--- src/rtl/baud_pkg.sv ---
package baud_pkg;
  // Instruction-cycle gear: terminal count (factor - 1)
  function automatic int gear_last(input logic [1:0] code);
    case (code)
      2'b00:   return 63;
      2'b01:   return 15;
      2'b10:   return 7;
      default: return 3;
    endcase
  endfunction

  // Count clock prescaler: terminal count; code 11 is external, prescaler unused
  function automatic int pre_last(input logic [1:0] code);
    case (code)
      2'b01:   return 15;
      2'b10:   return 63;
      default: return 0;
    endcase
  endfunction

  // Final divider: 2 in synchronous mode, 16/64 in asynchronous mode
  function automatic int fin_last(input logic sync_m, input logic rate);
    if (sync_m) return 1;
    return rate ? 63 : 15;
  endfunction

  localparam logic [1:0] SRC_EXT = 2'b11;
endpackage

--- src/rtl/bc_div.sv ---
// Enable-driven divider: one registered tick after (limit+1) enables.
module bc_div #(
  parameter int W = 6
) (
  input  logic         clk,
  input  logic         rst,
  input  logic         clr,
  input  logic         en,
  input  logic [W-1:0] limit,
  output logic         tick
);
  logic [W-1:0] cnt;

  always_ff @(posedge clk) begin
    if (rst || clr) begin
      cnt  <= '0;
      tick <= 1'b0;
    end else begin
      tick <= 1'b0;
      if (en) begin
        if (cnt >= limit) begin
          cnt  <= '0;
          tick <= 1'b1;
        end else begin
          cnt <= cnt + 1'b1;
        end
      end
    end
  end
endmodule

--- src/rtl/bc_edge_sync.sv ---
// Multi-flop synchroniser followed by a rising-edge detector.
module bc_edge_sync #(
  parameter int STAGES = 2
) (
  input  logic clk,
  input  logic rst,
  input  logic async_in,
  output logic rise
);
  logic [STAGES-1:0] sh;
  logic              prev;

  generate
    for (genvar i = 0; i < STAGES; i++) begin : g_stage
      if (i == 0) begin : g_first
        always_ff @(posedge clk) begin
          if (rst) sh[0] <= 1'b0;
          else     sh[0] <= async_in;
        end
      end else begin : g_next
        always_ff @(posedge clk) begin
          if (rst) sh[i] <= 1'b0;
          else     sh[i] <= sh[i-1];
        end
      end
    end
  endgenerate

  always_ff @(posedge clk) begin
    if (rst) prev <= 1'b0;
    else     prev <= sh[STAGES-1];
  end

  assign rise = sh[STAGES-1] & ~prev;
endmodule

--- src/rtl/baud_chain.sv ---
module baud_chain
  import baud_pkg::*;
#(
  parameter int CMP_W       = 8,
  parameter int GEAR_W      = 6,
  parameter int PRE_W       = 6,
  parameter int FIN_W       = 6,
  parameter int SYNC_STAGES = 2
) (
  input  logic             clk,
  input  logic             rst,
  input  logic             cfg_wr,
  input  logic [1:0]       gear_sel,
  input  logic [1:0]       src_sel,
  input  logic [CMP_W-1:0] cmp_val,
  input  logic             rate_sel,
  input  logic             sync_mode,
  input  logic             ext_tick,
  output logic             async_tick,
  output logic             sync_tick
);
  localparam logic HALF_LAST = 1'b1;

  logic instr_tick, pre_tick, ext_rise, count_tick;
  logic cmp_tick, half_tick, fin_tick;

  logic [GEAR_W-1:0] gear_lim;
  logic [PRE_W-1:0]  pre_lim;
  logic [FIN_W-1:0]  fin_lim;

  assign gear_lim = GEAR_W'(gear_last(gear_sel));
  assign pre_lim  = PRE_W'(pre_last(src_sel));
  assign fin_lim  = FIN_W'(fin_last(sync_mode, rate_sel));

  bc_div #(.W(GEAR_W)) u_gear (
    .clk(clk), .rst(rst), .clr(cfg_wr), .en(1'b1),
    .limit(gear_lim), .tick(instr_tick)
  );

  bc_div #(.W(PRE_W)) u_pre (
    .clk(clk), .rst(rst), .clr(cfg_wr), .en(instr_tick),
    .limit(pre_lim), .tick(pre_tick)
  );

  bc_edge_sync #(.STAGES(SYNC_STAGES)) u_ext (
    .clk(clk), .rst(rst), .async_in(ext_tick), .rise(ext_rise)
  );

  assign count_tick = (src_sel == SRC_EXT) ? ext_rise : pre_tick;

  bc_div #(.W(CMP_W)) u_cmp (
    .clk(clk), .rst(rst), .clr(cfg_wr), .en(count_tick),
    .limit(cmp_val), .tick(cmp_tick)
  );

  bc_div #(.W(1)) u_half (
    .clk(clk), .rst(rst), .clr(cfg_wr), .en(cmp_tick),
    .limit(HALF_LAST), .tick(half_tick)
  );

  bc_div #(.W(FIN_W)) u_fin (
    .clk(clk), .rst(rst), .clr(cfg_wr), .en(half_tick),
    .limit(fin_lim), .tick(fin_tick)
  );

  always_ff @(posedge clk) begin
    if (rst || cfg_wr) begin
      async_tick <= 1'b0;
      sync_tick  <= 1'b0;
    end else begin
      async_tick <= fin_tick & ~sync_mode;
      sync_tick  <= fin_tick & sync_mode;
    end
  end
endmodule

--- config.mk ---
export PLATFORM = sky130hd
export DESIGN_NAME = baud_chain
export DESIGN_NICKNAME = d
export VERILOG_FILES = /design/src/rtl/baud_pkg.sv /design/src/rtl/bc_div.sv /design/src/rtl/bc_edge_sync.sv /design/src/rtl/baud_chain.sv
export SDC_FILE = /design/constraint.sdc
export NUM_CORES = 1
export LEC_CHECK = 0
export ABC_AREA = 1
export BUFFER_PORTS_ARGS = -buffer_cell sky130_fd_sc_hd__buf_2
export CAP_MARGIN = 5
export CORE_MARGIN = 10
export CORE_UTILIZATION = 54
export DETAILED_ROUTE_END_ITERATION = 7
export GPL_TIMING_DRIVEN = 0
export PLACE_DENSITY_LB_ADDON = 0.15
export SYNTH_ARGS = -nofsm -noshare
export SYNTH_HDL_FRONTEND = slang
export SYNTH_HIERARCHICAL = 1
export SYNTH_SLANG_ARGS = --single-unit
--- constraint.sdc ---
create_clock -name clk -period 1.7 [get_ports clk]
set_input_delay 0.085 -clock clk [delete_from_list [all_inputs] [get_ports clk]]
set_output_delay 0.085 -clock clk [all_outputs]
set_load 0.05 [all_outputs]
# Word-level counts from Yosys, hierarchy flattened
# Cells that the tools add are included.
totals:
  regBits: 37
  word_cells: 62
op_classes:
  n_addsub: 5
  order_cmp: 5
  eq_ne: 5
  n_mux: 16
  bitwise_logic: 9
  reduce_logical: 7
op_table:
  columns: ["operator", "count"]
  rows:
  - ["$mux 6", 4]
  - ["$add 6x1->6 const B", 3]
  - ["$ge 6x6->1", 3]
  - ["$pmux 6 s3", 1]
  - ["$pmux 6 s2", 1]
  - ["$reduce_or 2->1", 5]
  - ["$mux 1", 9]
  - ["$add 8x1->8 const B", 1]
  - ["$ge 8x8->1", 1]
  - ["$mux 8", 1]
  - ["$eq 2x2->1 const B", 3]
  - ["$not 1->1", 6]
  - ["$eq 2x1->1 const B", 2]
  - ["$and 1x1->1", 3]
  - ["$logic_not 2->1", 1]
  - ["$add 1x1->1 const B", 1]
  - ["$ge 1x1->1 const B", 1]
  - ["$logic_or 1x1->1", 1]

# Logic depth before layout (Yosys ltp)
# Gate-level depths: netlist of run 1.
depth:
  word_depth: 5
  mapped_depth: 13

# Hierarchy
# The synthesis of run 1 kept the hierarchy.
modules_own_cells:
  columns: ["mod", "n_inst", "cells_per_inst", "area_per_inst_um2", "seq_area_each_um2"]
  rows:
  - ["bc_div at u_fin ...", 3, 62, 479.2, 140.1]
  - ["bc_div at u_cmp", 1, 82, 604.3, 180.2]
  - ["baud_chain", 1, 23, 142.6, 40.0]
  - ["bc_edge_sync", 1, 10, 86.3, 60.1]
  - ["bc_div at u_half", 1, 13, 85.1, 40.0]

# Worst setup path after synthesis of run 1
# No wires, ideal clock.
synth_path:
  path_type: "input to register"
  from: "in src_sel[0]"
  to: "reg u_pre.cnt[0]"
  setup_time_ps: 65
  t_arrival_ps: 1303
  t_required_ps: 1635
  setup_slack_ps: 333
  cell_stages: 12
  n_path_buf: 0
  path_cell_list: "inv_1 -> ha_1 -> inv_1 -> inv_1 -> ha_1 -> nand2_1 -> nand2_1 -> a21oi_1 -> nand2_1 -> nand2_1 -> nand2_2 -> nor2_1"
synth_via:
  elab_chain_cells: 4
synth_rtl:
  columns: ["element", "line_no", "rtl"]
  rows:
  - ["start: declaration", "baud_chain.sv:14", "input logic [1:0] src_sel,"]
  - ["$eq 2x2->1 or $eq 2x1->1 (tied branches)", "baud_pkg.sv:14", "case (code)"]
  - ["$pmux 6 s2 *", "baud_pkg.sv:14", null]
  - ["net pre_lim[0]", "baud_chain.sv:28", "logic [PRE_W-1:0] pre_lim;"]
  - ["$ge 6x6->1 *", "bc_div.sv:21", "if (cnt >= limit) begin"]
  - ["$mux 6 *", "bc_div.sv:21", null]
  - ["end signal: assignment", "bc_div.sv:25", "cnt <= cnt + 1'b1;"]
  - ["end: declaration", "bc_div.sv:12", "logic [W-1:0] cnt;"]
# The timed path passes the listed nets; every way through them passes the cells marked *.
# A chain may end at the register's enable or synchronous reset.

# Final worst setup path of run 1
layout_path:
  from: "reg u_fin.cnt[0]"
  to: "reg u_fin.cnt[2]"
layout_via:
  elab_chain_cells: 2
layout_rtl:
  columns: ["element", "line_no"]
  rows:
  - ["start: declaration", "bc_div.sv:12"]
  - ["start signal: assignment", "bc_div.sv:25"]
  - ["$add 6x1->6 or $ge 6x6->1 (tied branches)", "bc_div.sv:25, bc_div.sv:21"]
  - ["$mux 6 *", "bc_div.sv:21"]
# Mark *: on every way between the ends. The rest lies on a longest branch, timed or not.

==> out/metrics.cfg, run 1 <==
[detailed_routing]
wl_per_cell_um = 8.99
drtIter0Drc = 56
ant_nets = 0
wirelength_um = 3570
firstDrtPassIters = 4
vias = 1818
drc = 0
viasPerCell = 4.58

[setup_path]
cpMostUsedCell = nand2_1
cp_cell_sequence = inv_1, ha_1, inv_1, nand2_1, nand2_1, nand2_1, nand2_1, nand2_1, nand2_1, nand2_2, nor2_1
arrival_ps = 1630
slowest_delay_ps = 440
path_buf_inv = 2
start_kind = register
crit_family = simple AND/OR/NAND/NOR gates
crit_type = reg2reg
crit_path_end_kind = register
required_ps = 1870
critPathMaxFanout = 6
slowest_stage = dfxtp_1

[clocking]
clock_path_buffers = 2
cts_buffers = 5
clk_pin_slew_worst_paths_ps = 70
cts_tree = yes
cts.sinks = 37
cts-htree-levels = 2
insertion_delay_ps = 290
root_buffer = clkbuf_8
cts_resized = 0

[synthesis]
synthesis.area_um2 = 2360
synth_edf_count = 0
synthArstFlopShare_pct = 0
ys_seq_elements = 37
synthFlopType = dfxtp_1
synth_cells = 314
netlist.area_leader.share_pct = 31.4
yosys-top-cells-area = dfxtp_1, ha_1, inv_1
avgSynthCellArea_um2 = 7.50
yosysWarnings = 6
yosysTopAreaCell = dfxtp_1
yosysSeqAreaShare_pct = 31.4
yosysUniqueCellTypes = 25

[global_route]
overflow = 0
track_usage_pct = 10.3
antenna_found_initial = 0
grt_pass1_wl_um = 6370
grt_max_degree = 12
first_global_vias = 1581

[timing]
setup_viol = 0
max_freq_ghz = 0.684
rsz0062_at_grt = no
post-route-period-util_pct = 86.0
fin_setup_tns_ps = 0
hold_viol = 0
finalCriticalPeriod_ps = 1460
finClkSkew_ps = 6.48
drv_slew = 0

[layout]
mostFrequentLayoutCell = inv_1
antenna-diode-count = 0
n_fill_cell = 388
drive_gt1_share_pct = 16.4
finalNetCount = 396
synthToLayoutAreaGrowth_pct = 12.2
most-common-layout-cells = inv_1, nand2_1, nor2_1

[hold_path]
worstHoldPathType = in2reg

[status]
status = completed

[die]
dieArea_um2 = 7400
die-height_um = 86.1
std_cell_rows = 23
io_pins = 20
initial_core_util_pct = 57.3
die_x_um = 86.1
core_um2 = 4120

[place]
dp_hpwl_um = 2950
port-buffer-count = 19
place.gp.congestion = 0.774

[pwr]
p_per_area_nw_per_um2 = 637
leakagePower_nw = 1.38
total_power_mw = 1.68
ir_worst_vdd_v = 0.000579

[run]
maxCapViolCount = 0

==> state kept, by name, indices dropped and copies added, names as in the netlist, 2 cells and up <==
| name | flops |
|---|---|
| u_gear/cnt | 6 |
| u_pre/cnt | 6 |
| u_cmp/cnt | 8 |
| u_ext/sh | 2 |
| u_fin/cnt | 6 |
==> per-layer routing <==
metal,GRT usage [%],share of wire [%],vias up
met4,4.49,1.5,0
met1,11.3,46,794
met2,17.3,48,18
met3,3.78,4.0,6
met5,0,0,-
li1,-,-,1000
==> cell usage after synthesis, types with 4 or more instances <==
cell type	n
a21oi_1	6
dfxtp_1	37
ha_1	32
inv_1	65
mux2i_1	4
nand2_1	60
nand2_2	9
nand4_1	5
nor2_1	47
nor2_2	5
xnor2_1	7
xor2_1	13
==> worst min-delay path, stage by stage <==
cell and delay [ps]:
buf_2 120, nand2_1 60, nor2_1 40
==> worst paths after layout <==
check / startpoint / to / slack (ps) / depth (start not counted)
worst min-delay path: sync_mode / sync_tick / 50 / 3
worst min register to register: u_ext/sh[0] / u_ext/sh[1] / 400 / 2
worst max-delay path: u_fin/cnt[0] / u_fin/cnt[2] / 240 / 11
worst max register to register: u_fin/cnt[0] / u_fin/cnt[2] / 240 / 11
==> layout make-up <==
class / instances / area [µm²] / share of cell area (%)
Timing Repair Buffer: 20 / 105 / 3.98
Sequential cell: 37 / 741 / 28.0
Clock inverter: 1 / 5.00 / 0.189
Clock buffer: 7 / 96.3 / 3.64
Multi-Input combinational cell: 212 / 1350 / 50.9
Tap cell: 50 / 62.6 / 2.37
Inverter: 66 / 248 / 9.37
Buffer: 4 / 41.3 / 1.56
==> cells by family (layout without fill, tap and decap cells) <==
group / count (synthesis) / in the layout / synth area share (%)
AND/OR/NAND/NOR: 139 / 139 / 27.3
buffers and inverters: 70 / 98 / 12.3
flip-flops: 37 / 37 / 31.4
adder cells (fa/ha/maj): 32 / 32 / 17.0
XOR/XNOR: 20 / 20 / 7.44
AO/OA/AOI/OAI: 11 / 11 / 2.71
multiplexers: 4 / 4 / 1.70
other: 1 / 6 / 0.159
==> timing repair <==
action,4_1_cts,5_1_grt
endpoints found under the hold margin,1,0
setup buffers,0,0
hold buffers,1,0
==> per-stage QoR <==
| stage | instance area, µm² | utilization, % | setup slack [ps] | std cells | hold slack (ps) |
|---|---|---|---|---|---|
| after global placement | 2530 | 61.5 | 93.8 | 388 | 288 |
| after global routing | 2640 | 64.2 | 89.9 | 397 | 35.5 |
| after floorplan | 2370 | - | 333 | 319 | 156 |
| after CTS | 2640 | 64.2 | 211 | 397 | 41.2 |
| final | 2640 | 64.2 | 239 | 397 | 48.2 |
| after detailed placement | 2530 | 61.5 | 86.4 | 388 | 297 |
==> power breakdown <==
| group | switching [mW] | total [mW] | internal [mW] |
|---|---|---|---|
| combinational | 0.0872 | 0.149 | 0.0623 |
| clock | 0.292 | 0.659 | 0.366 |
| sequential | 0.00370 | 0.875 | 0.871 |
| total | 0.383 | 1.68 | 1.30 |
Power figures use the tool's default switching activity.
==> run 2, diff against run 1 <==
--- a/config.mk
+++ b/config.mk
@@ -12,7 +12,7 @@
 export CORE_UTILIZATION = 54
 export DETAILED_ROUTE_END_ITERATION = 7
 export GPL_TIMING_DRIVEN = 0
-export PLACE_DENSITY_LB_ADDON = 0.15
+export PLACE_DENSITY = 0.72
 export SYNTH_ARGS = -nofsm -noshare
 export SYNTH_HDL_FRONTEND = slang
 export SYNTH_HIERARCHICAL = 1
==> constraint.sdc (replaced) <==
create_clock -name clk -period 1.35 [get_ports clk]
set_input_delay 0.0675 -clock clk [delete_from_list [all_inputs] [get_ports clk]]
set_output_delay 0.0675 -clock clk [all_outputs]
set_load 0.05 [all_outputs]
==> out/metrics.cfg, run 2 (synthesized netlist as in run 1, its figures left out) <==
[timing]
post-route-period-util_pct = 98.3  ; was 86.0%
hold_slack_ps = 50.7  ; was 48.2 ps
drv_slew = 0  ; unchanged
finClkSkew_ps = 5.35  ; was 6.48 ps
max_freq_ghz = 0.754  ; was 0.684 GHz
hold_viol = 0  ; unchanged
rsz0062_at_grt = yes  ; was no
finalCriticalPeriod_ps = 1330  ; was 1460 ps
fin_setup_tns_ps = 0  ; unchanged
setup_viol = 0  ; unchanged

[setup_path]
arrival_ps = 1500  ; was 1630 ps
r2r-start = u_ext/sh[1]  ; was u_fin/cnt[0]
crit_type = reg2reg  ; unchanged
crit_path_end_kind = register  ; unchanged
rrSetupSlack_ps = 20  ; was 240 ps
required_ps = 1530  ; was 1870 ps
critPathMaxFanout = 4  ; was 6
r2r_cells = 10  ; was 11
start_kind = register  ; unchanged
r2r_end = u_cmp/cnt[7]  ; was u_fin/cnt[2]
setup.worst_path.start = u_ext/sh[1]  ; was u_fin/cnt[0]

[clocking]
clock_path_buffers = 2  ; unchanged
insertion_delay_ps = 280  ; was 290 ps
cts-htree-levels = 2  ; unchanged
clk_pin_slew_worst_paths_ps = 70  ; about the same
cts_buffers = 5  ; unchanged
cts_tree = yes  ; unchanged
root_buffer = clkbuf_8  ; unchanged
cts.sinks = 37  ; unchanged

[die]
std_cell_rows = 23  ; unchanged
die_x_um = 86.1  ; unchanged
dieArea_um2 = 7400  ; unchanged
io_pins = 20  ; unchanged
initial_core_util_pct = 57.3  ; unchanged
die-height_um = 86.1  ; unchanged
core_um2 = 4120  ; unchanged

[global_route]
overflow = 0  ; unchanged
grt_max_degree = 12  ; unchanged
first_global_vias = 1711  ; was 1581
antenna_found_initial = 0  ; unchanged
track_usage_pct = 11.0  ; was 10.3%
grt_pass1_wl_um = 6910  ; was 6370 µm

[run]
maxCapViolCount = 0  ; unchanged

[pwr]
total_power_mw = 2.08  ; was 1.68 mW
leakagePower_nw = 1.53  ; was 1.38 nW
ir_worst_vdd_v = 0.000657  ; was 0.000579 V
p_per_area_nw_per_um2 = 655  ; was 637 nW/µm²

[layout]
final_cell_area_um2 = 3170  ; was 2640 µm²
largest_reg_flops = 8  ; unchanged
antenna-diode-count = 0  ; unchanged
final_util_pct = 77.1  ; was 64.2%
most-common-layout-cells = inv_1, nand2_1, nor2_1  ; unchanged
top_register = u_cmp/cnt  ; unchanged
finalNetCount = 414  ; was 396
drive_gt1_share_pct = 40.8  ; was 16.4%
n_fill_cell = 306  ; was 388
synthToLayoutAreaGrowth_pct = 34.7  ; was 12.2%
mostFrequentLayoutCell = inv_1  ; unchanged

[hold_path]
worstHoldPathType = in2reg  ; unchanged
whs_endpoint = sync_tick  ; unchanged
whs_path_depth = 3  ; unchanged
hold_start = sync_mode  ; unchanged

[place]
dp_hpwl_um = 2980  ; was 2950 µm
place.gp.congestion = 0.750  ; was 0.774
place_area_um2 = 2530  ; unchanged
port-buffer-count = 19  ; unchanged

[detailed_routing]
drc = 0  ; unchanged
wl_per_cell_um = 10.9  ; was 8.99 µm
ant_nets = 0  ; unchanged
vias = 1920  ; was 1818
firstDrtPassIters = 4  ; unchanged
viasPerCell = 4.63  ; was 4.58
drtIter0Drc = 48  ; was 56
wirelength_um = 4540  ; was 3570 µm

[status]
status = completed  ; unchanged

-- run 2: per-layer routing --
metal | global-route usage, % | routed length, µm | vias up
li1 | - | - | 1038
met1 | 12.4 | 1890 | 860
met2 | 19.1 | 2460 | 18
met3 | 3.31 | 155 | 4
met4 | 3.59 | 29 | 0
met5 | 0 | 0 | -
-- run 2: power by group --
part,switching (mW),internal (mW)
Clock,0.366,0.357
Combinational,0.155,0.118
Sequential,0.00388,1.08
Total,0.525,1.55
-- run 2: stage by stage --
stage / worst slack [ps] / cells
final: 23.1 / 415
after CTS: 0.0343 / 403
after global routing: -88.7 / 415
after floorplan: 0.125 / 319
after global placement: -245 / 388
after detailed placement: -281 / 388
-- run 2: how the worst max path moves through the flow --
stage / slack (ps) / end / cells past startpoint
floorplan: 0.1 / u_pre/cnt[0] / 12
global placement: -250 / u_pre/cnt[1] / 13
detailed placement: -280 / u_pre/cnt[2] / 13
CTS: 0.03 / u_pre/cnt[2] / 11
global route: -90 / u_cmp/cnt[5] / 11
finish: 20 / u_cmp/cnt[7] / 10
-- run 2: final cells by class --
class,instances,area (µm²),share of cell area [%]
Multi-Input combinational cell,212,1700,53.6
Clock inverter,2,10.0,0.315
Sequential cell,37,790,24.9
Clock buffer,6,72.6,2.29
Buffer,4,41.3,1.30
Tap cell,50,62.6,1.97
Inverter,66,255,8.04
Timing Repair Buffer,38,240,7.57
-- run 2: critical path, stage by stage (launching register included) --
cell	delay (ps)
dfxtp_2	320
inv_2	30
nor2_1	70
nand2_1	50
o21ai_1	60
buf_4	150
nand2_4	50
nor3_4	150
nand3_2	90
xor2_1	190
nor2_2	50
-- run 2: timing repair --
action,4_1_cts,5_1_grt
hold endpoints to repair,1,0
hold buffers,1,0
setup buffers,6,12
resized for setup,28,72
pin swaps,9,27
endpoints found under the setup margin,26,26
